[src/rtl/log2_pkg.sv]
package log2_pkg;
  // Default geometry of the converter
  localparam int unsigned LG_DATA_W = 16;  // operand width
  localparam int unsigned LG_FRAC_W = 12;  // fraction bits of the result
  localparam int unsigned LG_GRP_W  = 4;   // width of one leaf detector
endpackage

[src/rtl/log2_lod_leaf.sv]
// Priority detector: reports whether any bit is set and the index of the
// highest set bit as a binary number.
module log2_lod_leaf #(
  parameter int unsigned W  = 4,
  localparam int unsigned PW = $clog2(W)
) (
  input  logic [W-1:0]  bits_i,
  output logic          hit_o,
  output logic [PW-1:0] idx_o
);
  always_comb begin
    hit_o = |bits_i;
    idx_o = '0;
    for (int i = 0; i < int'(W); i++) begin
      if (bits_i[i]) idx_o = PW'(i);
    end
  end
endmodule

[src/rtl/log2_lod.sv]
// Two-level leading-one detector: leaf detectors on fixed groups, then one
// detector across the group hit flags selecting the winning leaf index.
module log2_lod #(
  parameter int unsigned DATA_W = 16,
  parameter int unsigned GRP_W  = 4,
  localparam int unsigned NGRP  = DATA_W / GRP_W,
  localparam int unsigned GPW   = $clog2(GRP_W),
  localparam int unsigned SPW   = $clog2(NGRP),
  localparam int unsigned POS_W = GPW + SPW
) (
  input  logic [DATA_W-1:0] data_i,
  output logic              any_o,
  output logic [POS_W-1:0]  pos_o
);
  logic [NGRP-1:0] grp_hit;
  logic [GPW-1:0]  leaf_idx [NGRP];
  logic [SPW-1:0]  grp_idx;

  for (genvar g = 0; g < int'(NGRP); g++) begin : g_leaf
    log2_lod_leaf #(.W(GRP_W)) u_leaf (
      .bits_i (data_i[g*GRP_W +: GRP_W]),
      .hit_o  (grp_hit[g]),
      .idx_o  (leaf_idx[g])
    );
  end

  log2_lod_leaf #(.W(NGRP)) u_group (
    .bits_i (grp_hit),
    .hit_o  (any_o),
    .idx_o  (grp_idx)
  );

  assign pos_o = {grp_idx, leaf_idx[grp_idx]};
endmodule

[src/rtl/log2_norm_shift.sv]
// Logarithmic left shifter: moves the leading one to the top bit position,
// one stage per bit of the shift amount, and returns the bits just below it.
module log2_norm_shift #(
  parameter int unsigned DATA_W = 16,
  parameter int unsigned FRAC_W = 12,
  localparam int unsigned POS_W = $clog2(DATA_W)
) (
  input  logic [DATA_W-1:0] data_i,
  input  logic [POS_W-1:0]  pos_i,
  output logic [FRAC_W-1:0] frac_o
);
  logic [POS_W-1:0]  amt;
  logic [DATA_W-1:0] stage [POS_W+1];

  assign amt      = POS_W'(DATA_W - 1) - pos_i;
  assign stage[0] = data_i;

  for (genvar k = 0; k < int'(POS_W); k++) begin : g_stage
    assign stage[k+1] = amt[k] ? (stage[k] << (1 << k)) : stage[k];
  end

  assign frac_o = stage[POS_W][DATA_W-2 -: FRAC_W];

  if (FRAC_W < DATA_W - 1) begin : g_trunc
    logic unused_bits;
    assign unused_bits = ^{stage[POS_W][DATA_W-1], stage[POS_W][DATA_W-2-FRAC_W:0]};
  end else begin : g_full
    logic unused_bits;
    assign unused_bits = stage[POS_W][DATA_W-1];
  end
endmodule

[src/rtl/log2_conv.sv]
// Binary logarithm converter: integer part from the leading-one position,
// fraction from the normalised bits below it, registered outputs.
module log2_conv
  import log2_pkg::*;
#(
  parameter int unsigned DATA_W = LG_DATA_W,
  parameter int unsigned FRAC_W = LG_FRAC_W,
  parameter int unsigned GRP_W  = LG_GRP_W,
  localparam int unsigned CHAR_W = $clog2(DATA_W),
  localparam int unsigned RES_W  = CHAR_W + FRAC_W
) (
  input  logic              clk,
  input  logic              rst_n,
  input  logic              in_valid,
  input  logic [DATA_W-1:0] in_data,
  output logic              out_valid,
  output logic [RES_W-1:0]  out_log,
  output logic              out_zero
);
  // reset: asserted asynchronously, released on the second clock edge
  logic [1:0] rst_pipe;
  logic       rst_sync_n;

  always_ff @(posedge clk or negedge rst_n) begin
    if (!rst_n) rst_pipe <= '0;
    else        rst_pipe <= {rst_pipe[0], 1'b1};
  end
  assign rst_sync_n = rst_pipe[1];

  // datapath
  logic              lod_any;
  logic [CHAR_W-1:0] lod_pos;
  logic [FRAC_W-1:0] sh_frac;

  log2_lod #(.DATA_W(DATA_W), .GRP_W(GRP_W)) u_lod (
    .data_i (in_data),
    .any_o  (lod_any),
    .pos_o  (lod_pos)
  );

  log2_norm_shift #(.DATA_W(DATA_W), .FRAC_W(FRAC_W)) u_shift (
    .data_i (in_data),
    .pos_i  (lod_pos),
    .frac_o (sh_frac)
  );

  // next state
  logic              cap_en;
  logic [CHAR_W-1:0] char_d, char_q;
  logic [FRAC_W-1:0] frac_d, frac_q;
  logic              zero_d, zero_q;
  logic              valid_q;

  always_comb begin
    cap_en = in_valid;
    zero_d = ~lod_any;
    char_d = lod_any ? lod_pos : '0;
    frac_d = lod_any ? sh_frac : '0;
  end

  // registers
  always_ff @(posedge clk or negedge rst_sync_n) begin
    if (!rst_sync_n) begin
      char_q  <= '0;
      frac_q  <= '0;
      zero_q  <= 1'b0;
      valid_q <= 1'b0;
    end else begin
      valid_q <= in_valid;
      if (cap_en) begin
        char_q <= char_d;
        frac_q <= frac_d;
        zero_q <= zero_d;
      end
    end
  end

  assign out_valid = valid_q;
  assign out_log   = {char_q, frac_q};
  assign out_zero  = zero_q;
endmodule

[config.mk]
export PLATFORM = sky130hd
export DESIGN_NAME = log2_conv
export DESIGN_NICKNAME = d
export VERILOG_FILES = /design/src/rtl/log2_pkg.sv /design/src/rtl/log2_lod_leaf.sv /design/src/rtl/log2_lod.sv /design/src/rtl/log2_norm_shift.sv /design/src/rtl/log2_conv.sv
export SDC_FILE = /design/constraint.sdc
export NUM_CORES = 1
export LEC_CHECK = 0
export BUFFER_PORTS_ARGS = -buffer_cell sky130_fd_sc_hd__buf_4
export CAP_MARGIN = 20
export CORE_MARGIN = 1
export CORE_UTILIZATION = 50
export CTS_CLUSTER_DIAMETER = 40
export CTS_CLUSTER_SIZE = 40
export DETAILED_ROUTE_END_ITERATION = 6
export PLACE_DENSITY = 0.81
export SKIP_LAST_GASP = 1
export SLEW_MARGIN = 15
export SYNTH_ARGS = -nofsm -noshare
export SYNTH_HDL_FRONTEND = slang
export SYNTH_SLANG_ARGS = --single-unit
[constraint.sdc]
create_clock -name clk -period 0.8 [get_ports clk]
set_input_delay 0.08 -clock clk [delete_from_list [all_inputs] [get_ports clk]]
set_output_delay 0.08 -clock clk [all_outputs]
set_load 0.05 [all_outputs]
==> summary.md, run 1 <==
| Metric | Value |
|---|---|
| Post-synth EDFFs | `0` |
| Synthesized instance count | `176` |
| DP Area | `between 2000 and 2500 um2` |
| Ys async rst share | `100%` |
| Width of the chip | `58.0 um` |
| H-tree levels | `1` |
| Distinct cell type count after synthesis | `51` |
| Dpl cells | `approximately 300` |
| FF+latch count, synth | `20` |
| Clk buf depth | `2` |
| Setup bufs post-CTS | `23` |
| GP Congestion | `between 0.9 and 1` |
| Avg Cell Area, Syn | `approximately 9 um2` |
| Starting Density | `approximately 55%` |
| Die Height | `58.0 um` |
| CTS Buf Count | `3` |
| Warnings from Yosys | `0` |
| Hold buffer count at cts | `2` |
| Clock sinks | `20` |
| I/O pin total | `37` |
| CTS resizes | `slightly below 70` |
| Stopped at | `clock tree synthesis` |
| Synthesized area | `1570 um2` |
| Top_reg_cell synth | `dfrtp_1` |
| Stop err | `[ERROR DPL-0038] Utilization greater than 100%, impossible to legalize` |
| Post-DP HPWL | `4500 um` |
| Sequential share of the synthesized area | `between 30% and 40%` |
| PortBufs | `36` |
| CTS root buf | `clkbuf_4` |
| Status | `aborted with a tool error` |
| Synthesized net count | `195` |
| Num rows | `19` |
## stage by stage
step                TNS (ns)  worst slack, ns
detailed placement    -20.55            -1.46
floorplan             -15.43            -1.20
global placement      -19.48            -1.37
## synthesized netlist by cell type (all sizes together) (2+ instances only)
cell type | instances | area, um2
a211oi | 4 | 30.0
a21oi | 9 | 45.0
a22oi | 4 | 30.0
a32o | 2 | 21.3
and2 | 3 | 18.8
buf | 6 | 51.3
clkbuf | 4 | 15.0
dfrtp | 20 | 500
inv | 4 | 15.0
mux2 | 5 | 60.1
mux2i | 12 | 120
nand2 | 16 | 62.6
nand3 | 7 | 35.0
nand4 | 2 | 12.5
nor2 | 19 | 81.3
nor2b | 3 | 18.8
nor3 | 3 | 26.3
nor4 | 4 | 61.3
o21ai | 17 | 88.8
o221ai | 4 | 35.0
o2bb2ai | 7 | 61.3
o31ai | 2 | 15.0
o32ai | 2 | 17.5
or4 | 2 | 15.0
## cells by family after synthesis
logic type,after synthesis,synth area share (%)
and+or+nand+nor,62,22.3
AOI/OAI and AO/OA,62,28.8
buffers and inverters,14,5.19
other,1,0.239
DFF,20,31.9
muxes,17,11.5
==> inputs of run 2 (changes only) <==
--- a/config.mk
+++ b/config.mk
@@ -8,11 +8,9 @@
 export BUFFER_PORTS_ARGS = -buffer_cell sky130_fd_sc_hd__buf_4
 export CAP_MARGIN = 20
 export CORE_MARGIN = 1
-export CORE_UTILIZATION = 50
-export CTS_CLUSTER_DIAMETER = 40
-export CTS_CLUSTER_SIZE = 40
+export CORE_UTILIZATION = 35
 export DETAILED_ROUTE_END_ITERATION = 6
-export PLACE_DENSITY = 0.81
+export PLACE_DENSITY_LB_ADDON = 0.15
 export SKIP_LAST_GASP = 1
 export SLEW_MARGIN = 15
 export SYNTH_ARGS = -nofsm -noshare
==> summary.md, run 2 <==
| Metric | Value |
|---|---|
| Synthesized area | `1570 um2` |
| Post-synth EDFFs | `0` |
| Post-synth top area share | `between 30% and 40%` |
| Crit path DAT | `between 2 and 2.5 ns` |
| Clock Latency Late Sink | `0.26 ns` |
| Critical Path Sink Type | `flop` |
| Overall die area | `around 4800 um2` |
| CTS root buf | `clkbuf_8` |
| Number of global-route vias before repair | `between 1,500 and 2,000` |
| Post-DP HPWL | `between 4000 and 5000 um` |
| FF+latch count, synth | `20` |
| Warnings from Yosys | `0` |
| Num rows | `23` |
| Core ar. | `4140 um2` |
| Clock slew at reported path FFs | `roughly 0.070 ns` |
| Distinct cell type count after synthesis | `about 50` |
| Pwr Density | `roughly 1300 nW/um2` |
| Synth-to-layout area growth | `82.4%` |
| Top_reg_cell synth | `dfrtp_1` |
| Total power | `around 0.0038 W` |
| Final wirelength | `between 5000 and 6000 um` |
| Cell taking the most area after synthesis | `dfrtp_1` |
| Pre-antenna DRT Iters | `4` |
| Crit share post-route | `238%` |
| Via count | `1,911` |
| Total GRT Usage | `a little over a quarter` |
| WL/cell | `approximately 17 um` |
| Synthesized net count | `195` |
| Top Registers | `frac_q: 12 flops, char_q: 4 flops, rst_pipe: 2 flops` |
| Period minus WS final | `around 1.9 ns` |
| Width of the chip | `around 69 um` |
| H-tree levels | `1` |
| Peak VDD IR | `around 0.0011 V` |
| I/O pin total | `37` |
| Starting Density | `37.8%` |
| Largest register by flop count | `frac_q` |
| Commonest cells after routing, fill and taps aside | `buf_4 (83), buf_6 (34), dfrtp_1 (20), nor2_1 (15), nand2_1 (13)` |
| Leak pwr | `between 1 and 1.5 nW` |
| Failing checks | `negative setup slack` |
| N_diodes | `0` |
| Most frequent cells after synthesis | `dfrtp_1 (20), nor2_1 (17), nand2_1 (15)` |
| Avg Cell Area, Syn | `between 8 and 9 um2` |
| Number of routed nets with antenna violations | `0` |
| CP Launch Type | `primary input` |
| Initial DRC Count | `between 100 and 150` |
| Kind of critical path | `primary input to flop` |
| Sequential share of the synthesized area | `a little under a third` |
| CP Max Fanout | `7` |
| Final setup fails | `35` |
| Share of cells above drive strength 1 | `a little under three fifths` |
| Max-slew violation count | `0` |
| Worst hold path class | `primary input to async pin` |
| CTS Buf Count | `3` |
| PortBufs | `36` |
| RSZ-0062 raised after global routing | `true` |
| Clk buf depth | `2` |
| Fmax | `~0.52 GHz` |
| Ys async rst share | `100%` |
| Skew final | `0.00251 ns` |
| Status | `complete, but fails checks` |
| Worst setup margin | `-1.11 ns` |
| Max cap viols | `0` |
| Clock sinks | `20` |
| Post-Route Setup TNS | `-16.44 ns` |
| Fin nets | `roughly 310` |
| # DRC | `0` |
| CTS tree | `done` |
| Global route overflow | `0` |
| GP Congestion | `0.888` |
| Die Height | `68.9 um` |
| Synthesized instance count | `approximately 180` |
| Number of flip-flops in the largest register | `12` |
| CP required | `around 0.94 ns` |
| Most common cell after layout, fill and taps aside | `buf_4` |
| Count leader, synth | `dfrtp_1` |
| DR vias/cell | `about 5.6` |
| Largest net degree at the start of global routing | `19` |
| Initial antenna violation count | `0` |
| First-pass GRT wire length | `between 9000 and 10,000 um` |
| Synth area leaders | `dfrtp_1 (32%), mux2i_1 (7.7%), nor2_1 (4.1%)` |
| Final Hold Vio Count | `0` |
run 2: cell counts after synthesis:
Identical to the previous run, type by type.
run 2: path summary, 6_finish.rpt:
kind	endpoint	slack (ns)	depth (start not counted)	from
max	frac_q[10]$_DFFE_PN0P_	-1.11	8	in_data[13]
min	rst_pipe[0]$_DFF_PN0_	0.14	2	rst_n
max reg2reg	frac_q[6]$_DFFE_PN0P_	-0.17	2	frac_q[6]$_DFFE_PN0P_
min reg2reg	frac_q[11]$_DFFE_PN0P_	0.19	1	rst_pipe[1]$_DFF_PN0_
max in group asynchronous	frac_q[4]$_DFFE_PN0P_	0.41	1	rst_pipe[1]$_DFF_PN0_
min in group clk	frac_q[6]$_DFFE_PN0P_	0.20	3	in_valid
run 2: worst max-delay path, cell delays in order:
cell	delay [ns]
buf_6	0.09
or4_4	0.58
nor2_4	0.14
a32o_2	0.32
inv_1	0.14
mux2_2	0.26
a21boi_0	0.09
a221o_1	0.34
run 2: repair_timing:
item                                    in CTS  in global routing
gates resized for setup                     51                 12
hold endpoints to repair                     3                  0
pin swaps                                   17                 10
endpoints found under the setup margin      35                 35
hold buffers                                 2                  0
setup buffers                               14                  9
run 2: stage by stage:
stage / setup slack [ns] / std cells / instance area [um2] / hold WS [ns] / utilization, %
after floorplan: -1.20 / 176 / 1660 / -0.216 / -
after global placement: -1.41 / 317 / 2420 / -0.138 / 58.4
after detailed placement: -1.46 / 317 / 2420 / -0.137 / 58.4
after CTS: -1.08 / 336 / 2780 / 0.139 / 67.1
after global routing: -1.16 / 341 / 2860 / 0.161 / 69.0
final: -1.11 / 341 / 2860 / 0.137 / 69.0
run 2: final cells by class:
type                    count  area [um2]
fillers                   336        1280
multi-input cells         142        1160
repair buffers            122        1080
flip-flops and latches     20         500
well taps                  50        62.6
clock buffers               3        41.3
inverters                   4        15.0
run 2: power by group:
group,switching (W),internal (W),total (W)
Clock,0.000309,0.000335,0.000644
Combinational,0.00103,0.000888,0.00192
Sequential,0.0000823,0.00112,0.00120
run 2: cell families after synthesis:
group / after synthesis / synth area share, %
other: 1 / 0.239
buffers and inverters: 14 / 5.19
DFF: 20 / 31.9
muxes: 17 / 11.5
and+or+nand+nor: 62 / 22.3
AOI/OAI and AO/OA: 62 / 28.8
run 2: metal layers:
metal | vias to the layer above | global-route usage [%] | share of wire (%)
met5 | - | 0 | 0
met4 | 0 | 10.7 | 2.9
met3 | 18 | 2.63 | 3.9
met2 | 59 | 46.1 | 50
met1 | 926 | 33.9 | 43
li1 | 908 | - | -
Note: power is estimated with default switching activity, not from simulation.
==> inputs of run 3 (changes only) <==
--- a/config.mk
+++ b/config.mk
@@ -11,7 +11,6 @@
 export CORE_UTILIZATION = 35
 export DETAILED_ROUTE_END_ITERATION = 6
 export PLACE_DENSITY_LB_ADDON = 0.15
-export SKIP_LAST_GASP = 1
 export SLEW_MARGIN = 15
 export SYNTH_ARGS = -nofsm -noshare
 export SYNTH_HDL_FRONTEND = slang
==> summary.md, run 3 (synthesis results as in run 2) <==
| Metric | Value |
|---|---|
| Status | `complete, but fails checks` |
| Failing checks | `negative setup slack` |
| CTS root buf | `clkbuf_8` |
| Final setup fails | `35` |
| First-pass GRT wire length | `9340 um` |
| Hold_ws | `0.137 ns` |
| Worst path buffer plus inverter count | `2` |
| Clock sinks | `20` |
| Share of cells above drive strength 1 | `~57%` |
| Max cap viols | `0` |
| Critical Path Sink Type | `flop` |
| Core ar. | `slightly above 4000 um2` |
| GP Congestion | `approximately 0.9` |
| Multi-input combinational cell area | `1160 um2` |
| Routed met2 length | `3000 um` |
| DR vias/cell | `roughly 5.6` |
| Kind of critical path | `primary input to flop` |
| Dpl cells | `between 300 and 400` |
| Number of routed nets with antenna violations | `0` |
| Largest net degree at the start of global routing | `19` |
| Initial DRC Count | `roughly 120` |
| # fillers | `340` |
| Leak pwr | `between 1 and 1.5 nW` |
| CTS tree | `done` |
| Num rows | `23` |
| Critical Path Slowest Stage Cell | `or4_4` |
| Synth-to-layout area growth | `83.2%` |
| Crit path launch | `in_data[13]` |
| CP required | `between 0.9 and 1 ns` |
| Initial antenna violation count | `0` |
| I/O pin total | `37` |
| Peak VDD IR | `between 0.001 and 0.0015 V` |
| Clock Latency Late Sink | `0.25 ns` |
| Max incr delay on CP | `approximately 0.58 ns` |
| Most common cell after layout, fill and taps aside | `buf_4` |
| Period minus WS final | `between 1.5 and 2 ns` |
| Clk buf depth | `2` |
| Die Height | `68.9 um` |
| Largest register by flop count | `frac_q` |
| R2R depth | `4` |
| Count of non-filler cells in the finished layout | `341` |
| Crit share post-route | `237%` |
| Overall die area | `roughly 4800 um2` |
| Register area | `between 500 and 600 um2` |
| Reg-to-reg startpoint | `frac_q[9]$_DFFE_PN0P_` |
| Top Registers | `frac_q: 12 flops, char_q: 4 flops, rst_pipe: 2 flops` |
| Width of the chip | `between 60 and 70 um` |
| Fin nets | `roughly 310` |
| Skew final | `around 0.0024 ns` |
| Highest Signal Layer | `met4` |
| Max-slew violation count | `0` |
| WL/cell | `approximately 17 um` |
| Worst hold path class | `primary input to async pin` |
| Final Hold Vio Count | `0` |
| Clock slew at reported path FFs | `0.07 ns` |
| CP Max Fanout | `7` |
| Pwr Density | `1310 nW/um2` |
| Worst path cell trace | `buf_6, or4_4, nor2_4, a32o_2, inv_1, mux2_2, a21boi_0, a221o_1` |
| Number of global-route vias before repair | `roughly 2,000` |
| N_diodes | `0` |
| Met3 wire length | `roughly 280 um` |
| Commonest cells after routing, fill and taps aside | `buf_4 (80), buf_6 (37), dfrtp_1 (20), nor2_1 (15), nand2_1 (13)` |
| Via count | `1,914` |
| Total GRT Usage | `about a quarter` |
| Worst setup margin | `-1.10 ns` |
| Number of flip-flops in the largest register | `12` |
| Pre-antenna DRT Iters | `4` |
| PortBufs | `36` |
| Global route overflow | `0` |
| CP top delay family | `compound AO/OA/AOI/OAI gates` |
| H-tree levels | `1` |
| CTS Buf Count | `3` |
| RSZ-0062 raised after global routing | `true` |
| Final core utilization | `approximately 69%` |
| Critical Path Stages | `8` |
| Post-DP HPWL | `4230 um` |
| Crit path DAT | `a little over 2 ns` |
| CP Launch Type | `primary input` |
| Final wirelength | `5860 um` |
| Fmax | `approximately 0.53 GHz` |
| # DRC | `0` |
| Routed met1 length | `2480 um` |
| Starting Density | `37.8%` |
[run 3: per-stage QoR]
stage | setup slack, ns | TNS, ns | cell area (um2) | total power, W
4_1_cts | -1.08 | -16.10 | 2800 | 0.00369
3_3_place_gp | -1.41 | -19.98 | 2420 | 0.00277
2_1_floorplan | -1.20 | -15.43 | 1660 | 0.00210
5_1_grt | -1.16 | -17.67 | 2870 | 0.00395
3_5_place_dp | -1.46 | -20.52 | 2420 | 0.00279
6_report | -1.10 | -16.32 | 2870 | 0.00377
[run 3: repair_timing]
| action | in CTS | in global routing |
|---|---|---|
| setup buffers | 14 | 9 |
| setup endpoints to repair | 35 | 35 |
| pin swaps | 17 | 10 |
| hold buffers | 2 | 0 |
| resized for setup | 55 | 11 |
| endpoints found under the hold margin | 3 | 0 |
[run 3: per-layer routing]
layer  vias to the layer above  global-route usage, %
li1                        912                      -
met1                       927                   33.9
met2                        67                   46.1
met3                         8                   2.63
met4                         0                   10.7
met5                         -                      0
[run 3: path summary, 6_finish.rpt]
kind                                           to  slack (ns)
setup reg to reg            frac_q[9]$_DFFE_PN0P_       -0.17
hold / removal              rst_pipe[0]$_DFF_PN0_        0.14
max in group asynchronous   frac_q[4]$_DFFE_PN0P_        0.41
min in group clk            frac_q[6]$_DFFE_PN0P_        0.20
hold reg to reg             frac_q[8]$_DFFE_PN0P_        0.19
setup / recovery           frac_q[10]$_DFFE_PN0P_       -1.10
[run 3: cell type report]
cell class / instances / area share, %
inverters: 4 / 0.523
clock buffers: 3 / 1.44
flip-flops and latches: 20 / 17.4
multi-input cells: 142 / 40.6
well taps: 50 / 2.18
repair buffers: 122 / 37.9
[run 3: power breakdown]
part	switching [W]	internal [W]	leakage [nW]	total [W]
sequential	0.0000814	0.00112	0.234	0.00120
clock	0.000308	0.000335	0.0216	0.000643
combinational	0.00103	0.000894	1.01	0.00192
total	0.00142	0.00235	1.27	0.00377
==> inputs of run 4 (changes only) <==
==> constraint.sdc (replaced) <==
create_clock -name clk -period 0.8 [get_ports clk]
set_input_delay 0.12 -clock clk [delete_from_list [all_inputs] [get_ports clk]]
set_output_delay 0.12 -clock clk [all_outputs]
set_load 0.05 [all_outputs]
==> summary.md, run 4 (synthesis results as in run 2) <==
| Metric | Value |
|---|---|
| Hold Path Depth | `1` |
| RSZ-0062 raised after global routing | `true` |
| I/O pin total | `37` |
| WL/cell | `around 17 um` |
| Core ar. | `~4100 um2` |
| Overall die area | `4750 um2` |
| N_diodes | `0` |
| Largest net degree at the start of global routing | `19` |
| Final core utilization | `69.1%` |
| CTS Buf Count | `3` |
| Number of global-route vias before repair | `slightly below 2,000` |
| Crit path launch | `in_data[11]` |
| Pre-antenna DRT Iters | `4` |
| Die Height | `between 60 and 70 um` |
| Final setup fails | `35` |
| Initial antenna violation count | `0` |
| Max cap viols | `0` |
| Kind of critical path | `primary input to flop` |
| CTS tree | `done` |
| Worst setup margin | `-1.14 ns` |
| Crit path DAT | `approximately 2.1 ns` |
| Most common cell after layout, fill and taps aside | `buf_4` |
| Initial DRC Count | `106` |
| First-pass GRT wire length | `slightly above 9000 um` |
| Crit share post-route | `242%` |
| Largest register by flop count | `frac_q` |
| Hold Crit Start | `in_valid` |
| Width of the chip | `68.9 um` |
| Clock sinks | `20` |
| R2R depth | `2` |
| Peak VDD IR | `around 0.0011 V` |
| Status | `complete, but fails checks` |
| Fin nets | `312` |
| Post-Route Setup TNS | `-17.63 ns` |
| CP Max Fanout | `3` |
| PortBufs | `36` |
| Top Registers | `frac_q: 12 flops, char_q: 4 flops, rst_pipe: 2 flops` |
| H-tree levels | `1` |
| Final Hold Vio Count | `0` |
| CP Launch Type | `primary input` |
| Reg-to-reg startpoint | `frac_q[10]$_DFFE_PN0P_` |
| Clock Latency Late Sink | `between 0.2 and 0.3 ns` |
| Via count | `1,904` |
| GP Congestion | `between 0.8 and 0.9` |
| Num rows | `23` |
| Period minus WS final | `~1.9 ns` |
| Global route overflow | `0` |
| Commonest cells after routing, fill and taps aside | `buf_4 (82), buf_6 (36), dfrtp_1 (20), nor2_1 (15), nand2_1 (13)` |
| # fillers | `between 300 and 400` |
| Post-DP HPWL | `about 4200 um` |
| Synth-to-layout area growth | `82.8%` |
| Clk buf depth | `2` |
| Pwr Density | `approximately 1300 nW/um2` |
| Number of routed nets with antenna violations | `0` |
| Fmax | `~0.52 GHz` |
| Failing checks | `negative setup slack` |
| Share of cells above drive strength 1 | `between 50% and 60%` |
| Number of flip-flops in the largest register | `12` |
| Final wirelength | `5860 um` |
| Critical Path Sink Type | `flop` |
| Max-slew violation count | `0` |
| # DRC | `0` |
| DR vias/cell | `~5.6` |
| Leak pwr | `around 1.3 nW` |
| CTS root buf | `clkbuf_8` |
| Worst hold path class | `primary input to flop` |
| Starting Density | `a little under two fifths` |
| Total GRT Usage | `between 20% and 30%` |
| Clock slew at reported path FFs | `0.07 ns` |
| Hold_ws | `between 0.03 and 0.04 ns` |
| CP required | `between 0.9 and 1 ns` |
| Skew final | `approximately 0.0053 ns` |
[run 4: path summary, 6_finish.rpt]
kind	slack [ns]	to
setup / recovery	-1.14	frac_q[10]$_DFFE_PN0P_
hold / removal	0.04	out_valid$_DFF_PN0_
hold reg to reg	0.19	frac_q[11]$_DFFE_PN0P_
setup reg to reg	-0.24	frac_q[10]$_DFFE_PN0P_
min in group asynchronous	0.18	rst_pipe[1]$_DFF_PN0_
max in group asynchronous	0.41	frac_q[3]$_DFFE_PN0P_
[run 4: what timing repair did]
action | 4_1_cts | 5_1_grt
setup endpoints to repair | 35 | 35
pin swaps | 17 | 10
endpoints found under the hold margin | 2 | 0
cloned | 0 | 0
buffers inserted | 15 | 8
gates resized for setup | 55 | 9
hold buffers | 1 | 0
[run 4: per-layer routing]
layer	global-route usage, %	vias to the layer above	wire length (um)
li1	-	907	-
met1	33.7	920	2520
met2	45.3	66	2970
met3	2.63	11	268
met4	10.7	0	109
met5	0	-	0
[run 4: layout make-up]
type / count / area (um2) / share of cell area, %
Timing Repair Buffer: 122 / 1080 / 37.7
Inverter: 4 / 15.0 / 0.524
Sequential cell: 20 / 500 / 17.5
Clock buffer: 3 / 41.3 / 1.44
Multi-Input combinational cell: 142 / 1160 / 40.7
Tap cell: 50 / 62.6 / 2.18
[run 4: worst max-delay path, stage by stage]
cell	delay, ns
buf_4	0.11
or4_4	0.58
buf_6	0.16
o21ai_4	0.18
mux2i_1	0.30
mux2_4	0.20
o221ai_1	0.11
a221o_1	0.32
[run 4: power by group]
part           switching [W]  leakage [nW]  internal [W]
Clock               0.000306        0.0216      0.000335
Combinational        0.00103          1.01      0.000899
Sequential         0.0000823         0.234       0.00112
Total                0.00142          1.27       0.00235
[run 4: through the flow]
step           instance area (um2)  total power [W]  setup slack (ns)  instances
3_5_place_dp                  2420          0.00279             -1.50        317
3_3_place_gp                  2420          0.00277             -1.45        317
5_1_grt                       2870          0.00394             -1.20        341
4_1_cts                       2800          0.00370             -1.12        336
2_1_floorplan                 1660          0.00210             -1.24        176
6_report                      2870          0.00377             -1.14        341
